==> config.mk <==
export PLATFORM = sky130hd
export DESIGN_NAME = eth_tx_pad_fcs
export DESIGN_NICKNAME = d
export VERILOG_FILES = /design/src/rtl/eth_tx_pkg.sv /design/src/rtl/eth_tx_unpack.sv /design/src/rtl/eth_tx_crc32.sv /design/src/rtl/eth_tx_ctrl.sv /design/src/rtl/eth_tx_pad_fcs.sv
export SDC_FILE = /design/constraint.sdc
export NUM_CORES = 1
export LEC_CHECK = 0
export ABC_AREA = 1
export BUFFER_PORTS_ARGS = -buffer_cell sky130_fd_sc_hd__buf_4
export CORE_UTILIZATION = 28
export CTS_CLUSTER_SIZE = 16
export DETAILED_ROUTE_END_ITERATION = 6
export PLACE_DENSITY_LB_ADDON = 0.15
export SYNTH_ARGS = -nofsm -noshare
export SYNTH_HDL_FRONTEND = slang
export SYNTH_SLANG_ARGS = --single-unit
==> constraint.sdc <==
create_clock -name clk -period 3.04 [get_ports clk]
set_clock_uncertainty 0.15 [all_clocks]
set_input_delay 0.608 -clock clk [delete_from_list [all_inputs] [get_ports clk]]
set_output_delay 0.608 -clock clk [all_outputs]
set_load 0.005 [all_outputs]
==> src/rtl/eth_tx_pkg.sv <==
package eth_tx_pkg;

    typedef enum logic [2:0] {
        ST_IDLE,
        ST_DATA,
        ST_PAD,
        ST_FCS_GEN,
        ST_FCS_PASS
    } tx_state_e;

    localparam int CRC_W     = 32;
    localparam int FCS_BYTES = CRC_W / 8;
    localparam logic [CRC_W-1:0] CRC_POLY_REFL = 32'hEDB88320;
    localparam logic [CRC_W-1:0] CRC_PRESET    = 32'hFFFFFFFF;
    localparam logic [CRC_W-1:0] CRC_RESIDUE   = 32'hDEBB20E3;

    function automatic logic [CRC_W-1:0] crc32_step(input logic [CRC_W-1:0] c,
                                                    input logic [7:0] b);
        logic [CRC_W-1:0] r;
        r = c ^ {24'h000000, b};
        for (int i = 0; i < 8; i++) begin
            r = r[0] ? ((r >> 1) ^ CRC_POLY_REFL) : (r >> 1);
        end
        return r;
    endfunction

endpackage

==> src/rtl/eth_tx_unpack.sv <==
module eth_tx_unpack #(
    parameter int WORD_W = 32,
    parameter int BYTE_W = 8
) (
    input  logic              clk,
    input  logic              rst_n,
    input  logic              in_valid,
    output logic              in_ready,
    input  logic [WORD_W-1:0] in_data,
    output logic              word_valid,
    output logic [WORD_W-1:0] word_data,
    output logic [BYTE_W-1:0] cur_byte,
    input  logic              pop_byte,
    input  logic              pop_word
);
    localparam int LANES  = WORD_W / BYTE_W;
    localparam int LANE_W = $clog2(LANES);

    logic              full_q;
    logic [LANE_W-1:0] lane_q;
    logic [WORD_W-1:0] word_q;
    logic [BYTE_W-1:0] lane_byte [LANES];
    logic              lane_end;

    for (genvar g = 0; g < LANES; g++) begin : g_lane
        assign lane_byte[g] = word_q[g*BYTE_W +: BYTE_W];
    end

    assign lane_end   = (lane_q == LANE_W'(LANES - 1));
    assign cur_byte   = lane_byte[lane_q];
    assign in_ready   = !full_q;
    assign word_valid = full_q;
    assign word_data  = word_q;

    always_ff @(posedge clk or negedge rst_n) begin
        if (!rst_n) begin
            full_q <= 1'b0;
            lane_q <= '0;
            word_q <= '0;
        end else if (pop_word || (pop_byte && lane_end)) begin
            full_q <= 1'b0;
            lane_q <= '0;
        end else if (pop_byte) begin
            lane_q <= lane_q + LANE_W'(1);
        end else if (!full_q && in_valid) begin
            full_q <= 1'b1;
            word_q <= in_data;
            lane_q <= '0;
        end
    end

endmodule

==> src/rtl/eth_tx_crc32.sv <==
module eth_tx_crc32
    import eth_tx_pkg::*;
(
    input  logic             clk,
    input  logic             rst_n,
    input  logic             clear,
    input  logic             en,
    input  logic [7:0]       data_in,
    output logic [CRC_W-1:0] fcs_out
);
    logic [CRC_W-1:0] crc_q;

    always_ff @(posedge clk or negedge rst_n) begin
        if (!rst_n) begin
            crc_q <= CRC_PRESET;
        end else if (clear) begin
            crc_q <= CRC_PRESET;
        end else if (en) begin
            crc_q <= crc32_step(crc_q, data_in);
        end
    end

    assign fcs_out = ~crc_q;

endmodule

==> src/rtl/eth_tx_ctrl.sv <==
module eth_tx_ctrl
    import eth_tx_pkg::*;
#(
    parameter int WORD_W  = 32,
    parameter int LEN_W   = 16,
    parameter int MIN_LEN = 60
) (
    input  logic              clk,
    input  logic              rst_n,
    input  logic              cfg_pad_en,
    input  logic              cfg_fcs_en,
    input  logic              word_valid,
    input  logic [WORD_W-1:0] word_data,
    input  logic [7:0]        cur_byte,
    input  logic [CRC_W-1:0]  fcs_val,
    input  logic              out_ready,
    output logic              pop_byte,
    output logic              pop_word,
    output logic              crc_clear,
    output logic              crc_en,
    output logic              out_valid,
    output logic [7:0]        out_data,
    output logic              out_last,
    output tx_state_e         state,
    output logic              pad_q,
    output logic              fcs_q,
    output logic [LEN_W-1:0]  len_q
);
    localparam int FCNT_W = $clog2(FCS_BYTES);

    tx_state_e         state_q, state_d;
    logic [LEN_W-1:0]  cnt_q;
    logic [FCNT_W-1:0] fcnt_q;
    logic              fire;
    logic              last_data;
    logic              pad_last;
    logic              fcs_last;
    logic              short_frame;
    logic [LEN_W-1:0]  hdr_len;
    logic [CRC_W-1:0]  fcs_shift;
    tx_state_e         fcs_state;

    assign fire        = out_valid && out_ready;
    assign hdr_len     = word_data[LEN_W-1:0];
    assign last_data   = (cnt_q == len_q - LEN_W'(1));
    assign pad_last    = (cnt_q == LEN_W'(MIN_LEN - 1));
    assign fcs_last    = (fcnt_q == FCNT_W'(FCS_BYTES - 1));
    assign short_frame = pad_q && (len_q < LEN_W'(MIN_LEN));
    assign fcs_shift   = fcs_val >> (32'(fcnt_q) * 8);
    assign fcs_state   = fcs_q ? ST_FCS_GEN : ST_FCS_PASS;

    // state register
    always_ff @(posedge clk or negedge rst_n) begin
        if (!rst_n) begin
            state_q <= ST_IDLE;
        end else begin
            state_q <= state_d;
        end
    end

    // next state
    always_comb begin
        state_d = state_q;
        unique case (state_q)
            ST_IDLE: begin
                if (word_valid) begin
                    if (hdr_len != '0) begin
                        state_d = ST_DATA;
                    end else if (cfg_pad_en) begin
                        state_d = ST_PAD;
                    end else if (cfg_fcs_en) begin
                        state_d = ST_FCS_GEN;
                    end else begin
                        state_d = ST_FCS_PASS;
                    end
                end
            end
            ST_DATA: begin
                if (fire && last_data) begin
                    state_d = short_frame ? ST_PAD : fcs_state;
                end
            end
            ST_PAD: begin
                if (fire && pad_last) begin
                    state_d = fcs_state;
                end
            end
            ST_FCS_GEN, ST_FCS_PASS: begin
                if (fire && fcs_last) begin
                    state_d = ST_IDLE;
                end
            end
            default: state_d = ST_IDLE;
        endcase
    end

    // frame context and counters
    always_ff @(posedge clk or negedge rst_n) begin
        if (!rst_n) begin
            cnt_q  <= '0;
            fcnt_q <= '0;
            len_q  <= '0;
            pad_q  <= 1'b0;
            fcs_q  <= 1'b0;
        end else begin
            if (state_q == ST_IDLE && word_valid) begin
                len_q  <= hdr_len;
                pad_q  <= cfg_pad_en;
                fcs_q  <= cfg_fcs_en;
                cnt_q  <= '0;
                fcnt_q <= '0;
            end else if (fire && (state_q == ST_DATA || state_q == ST_PAD)) begin
                cnt_q <= cnt_q + LEN_W'(1);
            end else if (fire) begin
                fcnt_q <= fcnt_q + FCNT_W'(1);
            end
        end
    end

    // outputs
    always_comb begin
        out_valid = 1'b0;
        out_data  = 8'h00;
        out_last  = 1'b0;
        pop_byte  = 1'b0;
        pop_word  = 1'b0;
        crc_clear = 1'b0;
        crc_en    = 1'b0;
        unique case (state_q)
            ST_IDLE: begin
                pop_word  = word_valid;
                crc_clear = word_valid;
            end
            ST_DATA: begin
                out_valid = word_valid;
                out_data  = cur_byte;
                crc_en    = fire;
                if (fire && last_data && fcs_q) begin
                    pop_word = 1'b1;
                end else if (fire) begin
                    pop_byte = 1'b1;
                end
            end
            ST_PAD: begin
                out_valid = 1'b1;
                out_data  = 8'h00;
                crc_en    = fire;
            end
            ST_FCS_GEN: begin
                out_valid = 1'b1;
                out_data  = fcs_shift[7:0];
                out_last  = fcs_last;
            end
            ST_FCS_PASS: begin
                out_valid = word_valid;
                out_data  = cur_byte;
                out_last  = fcs_last;
                if (fire && fcs_last) begin
                    pop_word = 1'b1;
                end else if (fire) begin
                    pop_byte = 1'b1;
                end
            end
            default: begin
                out_valid = 1'b0;
            end
        endcase
    end

    assign state = state_q;

endmodule

==> src/rtl/eth_tx_pad_fcs.sv <==
module eth_tx_pad_fcs
    import eth_tx_pkg::*;
#(
    parameter int WORD_W  = 32,
    parameter int LEN_W   = 16,
    parameter int MIN_LEN = 60
) (
    input  logic              clk,
    input  logic              rst_n,
    input  logic              cfg_pad_en,
    input  logic              cfg_fcs_en,
    input  logic              in_valid,
    output logic              in_ready,
    input  logic [WORD_W-1:0] in_data,
    output logic              out_valid,
    input  logic              out_ready,
    output logic [7:0]        out_data,
    output logic              out_last
);
    logic              word_valid;
    logic [WORD_W-1:0] word_data;
    logic [7:0]        cur_byte;
    logic              pop_byte;
    logic              pop_word;
    logic              crc_clear;
    logic              crc_en;
    logic [CRC_W-1:0]  fcs_val;
    tx_state_e         state;
    logic              pad_q;
    logic              fcs_q;
    logic [LEN_W-1:0]  len_q;

    eth_tx_unpack #(.WORD_W(WORD_W), .BYTE_W(8)) u_unpack (
        .clk        (clk),
        .rst_n      (rst_n),
        .in_valid   (in_valid),
        .in_ready   (in_ready),
        .in_data    (in_data),
        .word_valid (word_valid),
        .word_data  (word_data),
        .cur_byte   (cur_byte),
        .pop_byte   (pop_byte),
        .pop_word   (pop_word)
    );

    eth_tx_crc32 u_crc (
        .clk     (clk),
        .rst_n   (rst_n),
        .clear   (crc_clear),
        .en      (crc_en),
        .data_in (out_data),
        .fcs_out (fcs_val)
    );

    eth_tx_ctrl #(.WORD_W(WORD_W), .LEN_W(LEN_W), .MIN_LEN(MIN_LEN)) u_ctrl (
        .clk        (clk),
        .rst_n      (rst_n),
        .cfg_pad_en (cfg_pad_en),
        .cfg_fcs_en (cfg_fcs_en),
        .word_valid (word_valid),
        .word_data  (word_data),
        .cur_byte   (cur_byte),
        .fcs_val    (fcs_val),
        .out_ready  (out_ready),
        .pop_byte   (pop_byte),
        .pop_word   (pop_word),
        .crc_clear  (crc_clear),
        .crc_en     (crc_en),
        .out_valid  (out_valid),
        .out_data   (out_data),
        .out_last   (out_last),
        .state      (state),
        .pad_q      (pad_q),
        .fcs_q      (fcs_q),
        .len_q      (len_q)
    );

endmodule

### Word-level counts from Yosys, hierarchy flattened

Cells that the tools add are included.

| word-level totals | value |
|---|---|
| register bits after elaboration | 106 |
| latch bits | 0 |
| bits in writable memories | 0 |
| memory bits (read-only) | 0 |
| input bits | 38 |
| output and inout port bits | 11 |
| memories kept | 0 |

| cells by class | value |
|---|---|
| add/sub/neg operators | 4 |
| multipliers | 0 |
| divide/modulo/power cells | 0 |
| magnitude comparators | 2 |
| equality and inequality tests | 14 |
| shifts and indexed selects | 1 |
| multiplexer cells | 46 |
| bitwise gates (word level) | 13 |
| reductions and logical operators | 28 |

Operator list:

| cell | number |
|---|---|
| 2-to-1 mux 32 bit | 10 |
| NOT 13 -> 14 bit | 8 |
| 2-to-1 mux 16 bit | 2 |
| NOT 32 bit | 1 |
| >> shifter 32 x 5 -> 8 bit | 1 |
| XOR 32 x 8 -> 32 bit | 1 |
| 2-to-1 mux 3 bit | 9 |
| adder 16 x 1 -> 16 bit, second input constant | 1 |
| binary-select mux 8 bit (select 2 bit) | 1 |
| == test 16 bit | 1 |
| == test 16 x 6 -> 1 bit, second input constant | 1 |
| < comparator 16 x 6 -> 1 bit, second input constant | 1 |
| 2-to-1 mux 8 bit | 2 |
| case mux 8 bit (2 select lines) | 1 |
| nonzero test 16 bit | 1 |
| subtractor 16 x 1 -> 16 bit, second input constant | 1 |
| 2-to-1 mux 2 bit | 6 |
| case mux 3 bit (4 select lines) | 1 |
| 2-to-1 mux 1 bit | 11 |
| logical AND 1 bit | 10 |
| inequality test 2 x 1 -> 1 bit, second input constant | 4 |
| nonzero test 2 bit | 4 |
| OR reduction 2 bit | 4 |
| == test 3 x 2 -> 1 bit, second input constant | 2 |
| other kinds (17) | 24 |

### Logic depth before layout (Yosys ltp)

| depth | value |
|---|---|
| depth after elaboration | 24 |
| depth in mapped cells | 19 |

### Modules after synthesis

Synthesis repeated with hierarchy kept, for this count alone.

| second synthesis, totals | value |
|---|---|
| cells, all modules | 1101 |
| area total of the unflattened synthesis | 7572.3 µm² |

By module, submodules not included:

| module | instances | cells each | area each (µm²) |
|---|---|---|---|
| eth_tx_ctrl | 1 | 482 | 3168.0 |
| eth_tx_crc32 | 1 | 375 | 2571.2 |
| eth_tx_unpack | 1 | 244 | 1833.0 |

### Least setup slack after synthesis

No wires, ideal clock.

| timing path | value |
|---|---|
| path kind | reg2reg |
| start point | register u_ctrl.len_q[0] |
| end point | register u_ctrl.state_q[0], in the netlist u_ctrl.state[0] |
| setup time | 0.127 ns |
| data arrival time | 1.976 ns |
| setup slack | 0.787 ns |
| cell stages (with the launch flop) | 16 |
| buffers on the path | 0 |
| cell sequence | dfrtp_1 -> inv_1 -> ha_1 -> nand2_1 -> nor2_1 -> nand2_1 -> o21ai_0 -> nand2_1 -> nor2_1 -> nand2_1 -> nor2_1 -> nand2_1 -> nand2_1 -> nand4_1 -> nand2_1 -> o21ai_0 |

| between the ends | value |
|---|---|
| word-level cells in the longest chain between the ends | 5 |
| elaborated cells between the ends (all ways) | 10 |
| those cells by class | add/sub: 1; order compare: 1; eq/ne: 2; mux: 3; reduce/logical: 3 |

RTL lines:

| item | line | source |
|---|---|---|
| from (decl) | eth_tx_ctrl.sv:27 | `output logic [LEN_W-1:0] len_q` |
| from (signal assigned) | eth_tx_ctrl.sv:107 | `len_q <= hdr_len;` |
| subtractor 16 x 1 -> 16 bit or < comparator 16 x 6 -> 1 bit (tied branches) | eth_tx_ctrl.sv:45, eth_tx_ctrl.sv:48 |  |
| == test 16 bit or logical AND 1 bit (tied branches) | eth_tx_ctrl.sv:45, eth_tx_ctrl.sv:48 |  |
| logical AND 1 bit or 2-to-1 mux 3 bit (tied branches) | eth_tx_ctrl.sv:79, eth_tx_ctrl.sv:80 |  |
| inequality test 2 x 1 -> 1 bit (no line) or 2-to-1 mux 3 bit (tied branches) | n/a |  |
| AND reduction 4 bit (no line) or case mux 3 bit (4 select lines) (tied branches) | n/a |  |
| to (signal assigned) | eth_tx_ctrl.sv:57 | `state_q <= state_d;` |
| to (decl) | eth_tx_ctrl.sv:31 | `tx_state_e state_q, state_d;` |

Several ways; a longest one is shown, not always the timed one. The select of a mux whose other input is x is not followed.
A chain may end at the register's enable or synchronous reset.

### Worst setup path in the final report

| timing path | value |
|---|---|
| start point | register u_ctrl.len_q[0] |
| end point | register u_ctrl.state_q[2], in the netlist u_ctrl.state[2] |

The elaborated chain is that of the path after synthesis.

==> impl_metrics.env <==
export IMPL_root_buffer="clkbuf_16"
export IMPL_clock_sinks=106
export IMPL_slew_viol_final=0
export IMPL_internal_power_mw=4.751
export IMPL_dpl_hpwl_mm=16.91
export IMPL_core_um2=24460
export IMPL_required_ps=3130
export IMPL_drtIter0Drc=448
export IMPL_grt_pass1_wl_mm=36.60
export IMPL_slew_headroom=0.5008
export IMPL_rows=57
export IMPL_synth_edf_count=0
export IMPL_grt_max_degree=58
export IMPL_endpoint="u_ctrl.state[2]"
export IMPL_met3_length_um=676
export IMPL_drc_errors=0
export IMPL_syn_nets=1090
export IMPL_endpoint_kind="flop"
export IMPL_hold_viol=0
export IMPL_dr_wl_met2_mm=10.52
export IMPL_yosysTopAreaCellShare=0.2638
export IMPL_p_seq_frac=0.245
export IMPL_power_switching_mw=5.223
export IMPL_clkLatencyLatePin_ps=360
export IMPL_crit_arrival_ps=2820
export IMPL_wl_mm=22.44
export IMPL_timing_rr_end="u_ctrl.state[2]"
export IMPL_hold_ws_ps=144.7
export IMPL_min_period_ps=2733
export IMPL_drt_pre_antenna_iters=5
export IMPL_pwr_share_comb=0.629
export IMPL_drive_gt1_frac=0.1330
export IMPL_leakage_nw=4.136
export IMPL_synth_top_flop_cell="dfrtp_1"
export IMPL_finalSetupViolCount=0
export IMPL_postCtsSetupRepairBufs=0
export IMPL_place_gp_congestion=0.8304
export IMPL_r2r_slack_ps=310
export IMPL_synth_warnings=0
export IMPL_fp_dieH_um=160.3
export IMPL_antenna_found_initial=0
export IMPL_area_growth_synth_to_final_pct=16.54
export IMPL_die_area_um2=25710
export IMPL_timing_rr_start="u_ctrl.len_q[0]"
export IMPL_route_layer_met1_wl_mm=10.85
export IMPL_gr_usage_all_layers=0.1830
export IMPL_netlist_top_cells_area="dfrtp_1, nand2_1, dfstp_2"
export IMPL_setup_tns_ps=0
export IMPL_cp_start_kind="flop"
export IMPL_synth_seq_cells=106
export IMPL_h_tree_depth=3
export IMPL_grt_pass1_vias=6675
export IMPL_fin_nets=1142
export IMPL_r2r_cells=15
export IMPL_vdd_ir_drop_worst_v=0.0004188
export IMPL_powerDensity_nw_per_um2=1219
export IMPL_max_freq_ghz=0.3659
export IMPL_synth_top_area_cell="dfrtp_1"
export IMPL_maxCapViolCount=0
export IMPL_top_layer_used="met4"
export IMPL_synth_common_cells="nand2_1, inv_1, nand3_1"
export IMPL_outcome="completed"
export IMPL_synth_most_common_cell="nand2_1"
export IMPL_rsz0062_at_grt="no"
export IMPL_total_power_mw=9.974
export IMPL_diodes=0
export IMPL_dr_total_vias=6688
export IMPL_layout_worst_path_cycle_share=0.8990
export IMPL_worstSetupPathType="reg2reg"
export IMPL_placement_io_buffers=48
export IMPL_routed_via_density=4.680
export IMPL_fin_util=0.3344
export IMPL_synth_area_um2=7019
export IMPL_swShare=0.5237
export IMPL_antenna_left=0
export IMPL_p_clk_frac=0.126
export IMPL_hp_class="in2async"
export IMPL_synth_avg_cell_area_um2=6.698
export IMPL_critPathMaxFanout=7
export IMPL_grt_ovfl_total=0
export IMPL_synthArstFlopShare=1.000
export IMPL_cts_clk_slew_worst_paths_ps=80
export IMPL_nFillCells=2671
export IMPL_numCtsBuffers=9
export IMPL_clock_path_buffers=2
export IMPL_die_w_um=160.3
export IMPL_synth_distinct_cells=43
export IMPL_ios=49
export IMPL_ys_seq_area_frac=0.3836
export IMPL_post_drt_wl_per_cell_um=15.70
export IMPL_tightest_slew_ps=742.0
export IMPL_startpoint="u_ctrl.len_q[0]"
export IMPL_synthCells=1048
export IMPL_cts_tree="done"
export IMPL_start_util=0.2869
[flip-flops by register name, indices dropped and copies added (netlist names)]
register and flops:
u_crc.crc_q 32, u_unpack.word_data 32, u_ctrl.cnt_q 16, u_ctrl.len_q 16, u_ctrl.state 3, u_ctrl.fcnt_q 2
u_unpack.lane_q 2, u_ctrl.fcs_q 1, u_ctrl.pad_q 1, u_unpack.word_valid 1
[per-stage QoR]
stage | instances | worst slack (ps) | instance area [µm²]
finish | 1429 | 307.1 | 8180
global route | 1429 | 23.41 | 8180
detailed placement | 1413 | 153.8 | 7849
CTS | 1429 | 140.6 | 8158
global placement | 1413 | 132.9 | 7849
floorplan | 1048 | 787.0 | 7019
[kinds of logic (layout without fill, tap and decap cells)]
group | after synthesis | in the layout | synth area share
compound gates | 144 | 144 | 0.1111
xor+xnor | 42 | 42 | 0.05348
fa+ha+maj | 4 | 4 | 0.007130
buf+inv | 157 | 214 | 0.08841
flops | 106 | 106 | 0.3836
simple gates | 595 | 595 | 0.3563
[timing repair]
action                     4_1_cts  5_1_grt
hold buffers                     0        0
resized for setup                0        5
setup endpoints to repair        0       10
[how the worst min path moves through the flow]
stage | startpoint | endpoint | cells after the start
after floorplan | rst_n | u_ctrl.cnt_q[0] | 0
final | rst_n | u_ctrl.len_q[11] | 1
after CTS | rst_n | u_ctrl.len_q[11] | 1
after global routing | rst_n | u_ctrl.len_q[11] | 1
after global placement | u_ctrl.pad_q | u_ctrl.pad_q | 2
after detailed placement | u_ctrl.pad_q | u_ctrl.pad_q | 2
[critical path, stage by stage (launching register included)]
cell	delay, ps
dfrtp_1	410
inv_1	100
ha_1	180
nand2_1	100
nor2_2	280
nand2_1	130
o21ai_0	180
nand2_1	70
nor2_1	120
nand2_1	60
nor2_1	220
nand2_1	90
nand2_1	120
nand4_1	200
nand2_1	110
o21ai_0	90
[power groups by stage]
stage	combinational, mW	sequential [mW]	clock (mW)
after detailed placement	6.22	2.46	0
after global routing	7.14	2.51	1.35
after CTS	6.25	2.44	1.31
after floorplan	4.46	2.29	0
final	6.27	2.44	1.26
after global placement	6.21	2.47	0
[per-layer routing]
layer	track usage	vias to the layer above
met5	0	-
met4	0.05844	0
met3	0.01911	23
met2	0.3055	112
met1	0.2476	3103
li1	-	3450
[layout by cell type (no fill, tap or decap), types with 2 or more instances in the layout]
master     instances
o21ai_1            4
nor3_1             6
xnor2_1            7
nor3b_1            2
a21oi_1           29
nor2_2             3
nor2_1            63
inv_1            119
nand3b_1           3
nor4_1             4
o21ai_0           86
dfstp_2           32
o21bai_1           2
inv_2              3
ha_1               4
a31oi_1            3
a22oi_1            4
xnor2_2            2
xor2_1            32
buf_4             71
o22ai_1            6
nand2_2           12
o21a_1             3
dfrtp_1           74
nand2_1          377
inv_6              3
clkbuf_16          9
nand4_1           11
clkinv_1           3
nand3_1          109
buf_12             2
[layout make-up]
cell class,instances,area (µm²),share of cell area
Sequential cell,106,2693,0.3292
Inverter,125,469.2,0.05736
Multi-Input combinational cell,785,3731,0.4561
Clock buffer,10,239.0,0.02921
Clock inverter,6,70.07,0.008565
Tap cell,324,405.4,0.04956
Timing Repair Buffer,73,573.1,0.07005
(Power assumes the default switching activity.)
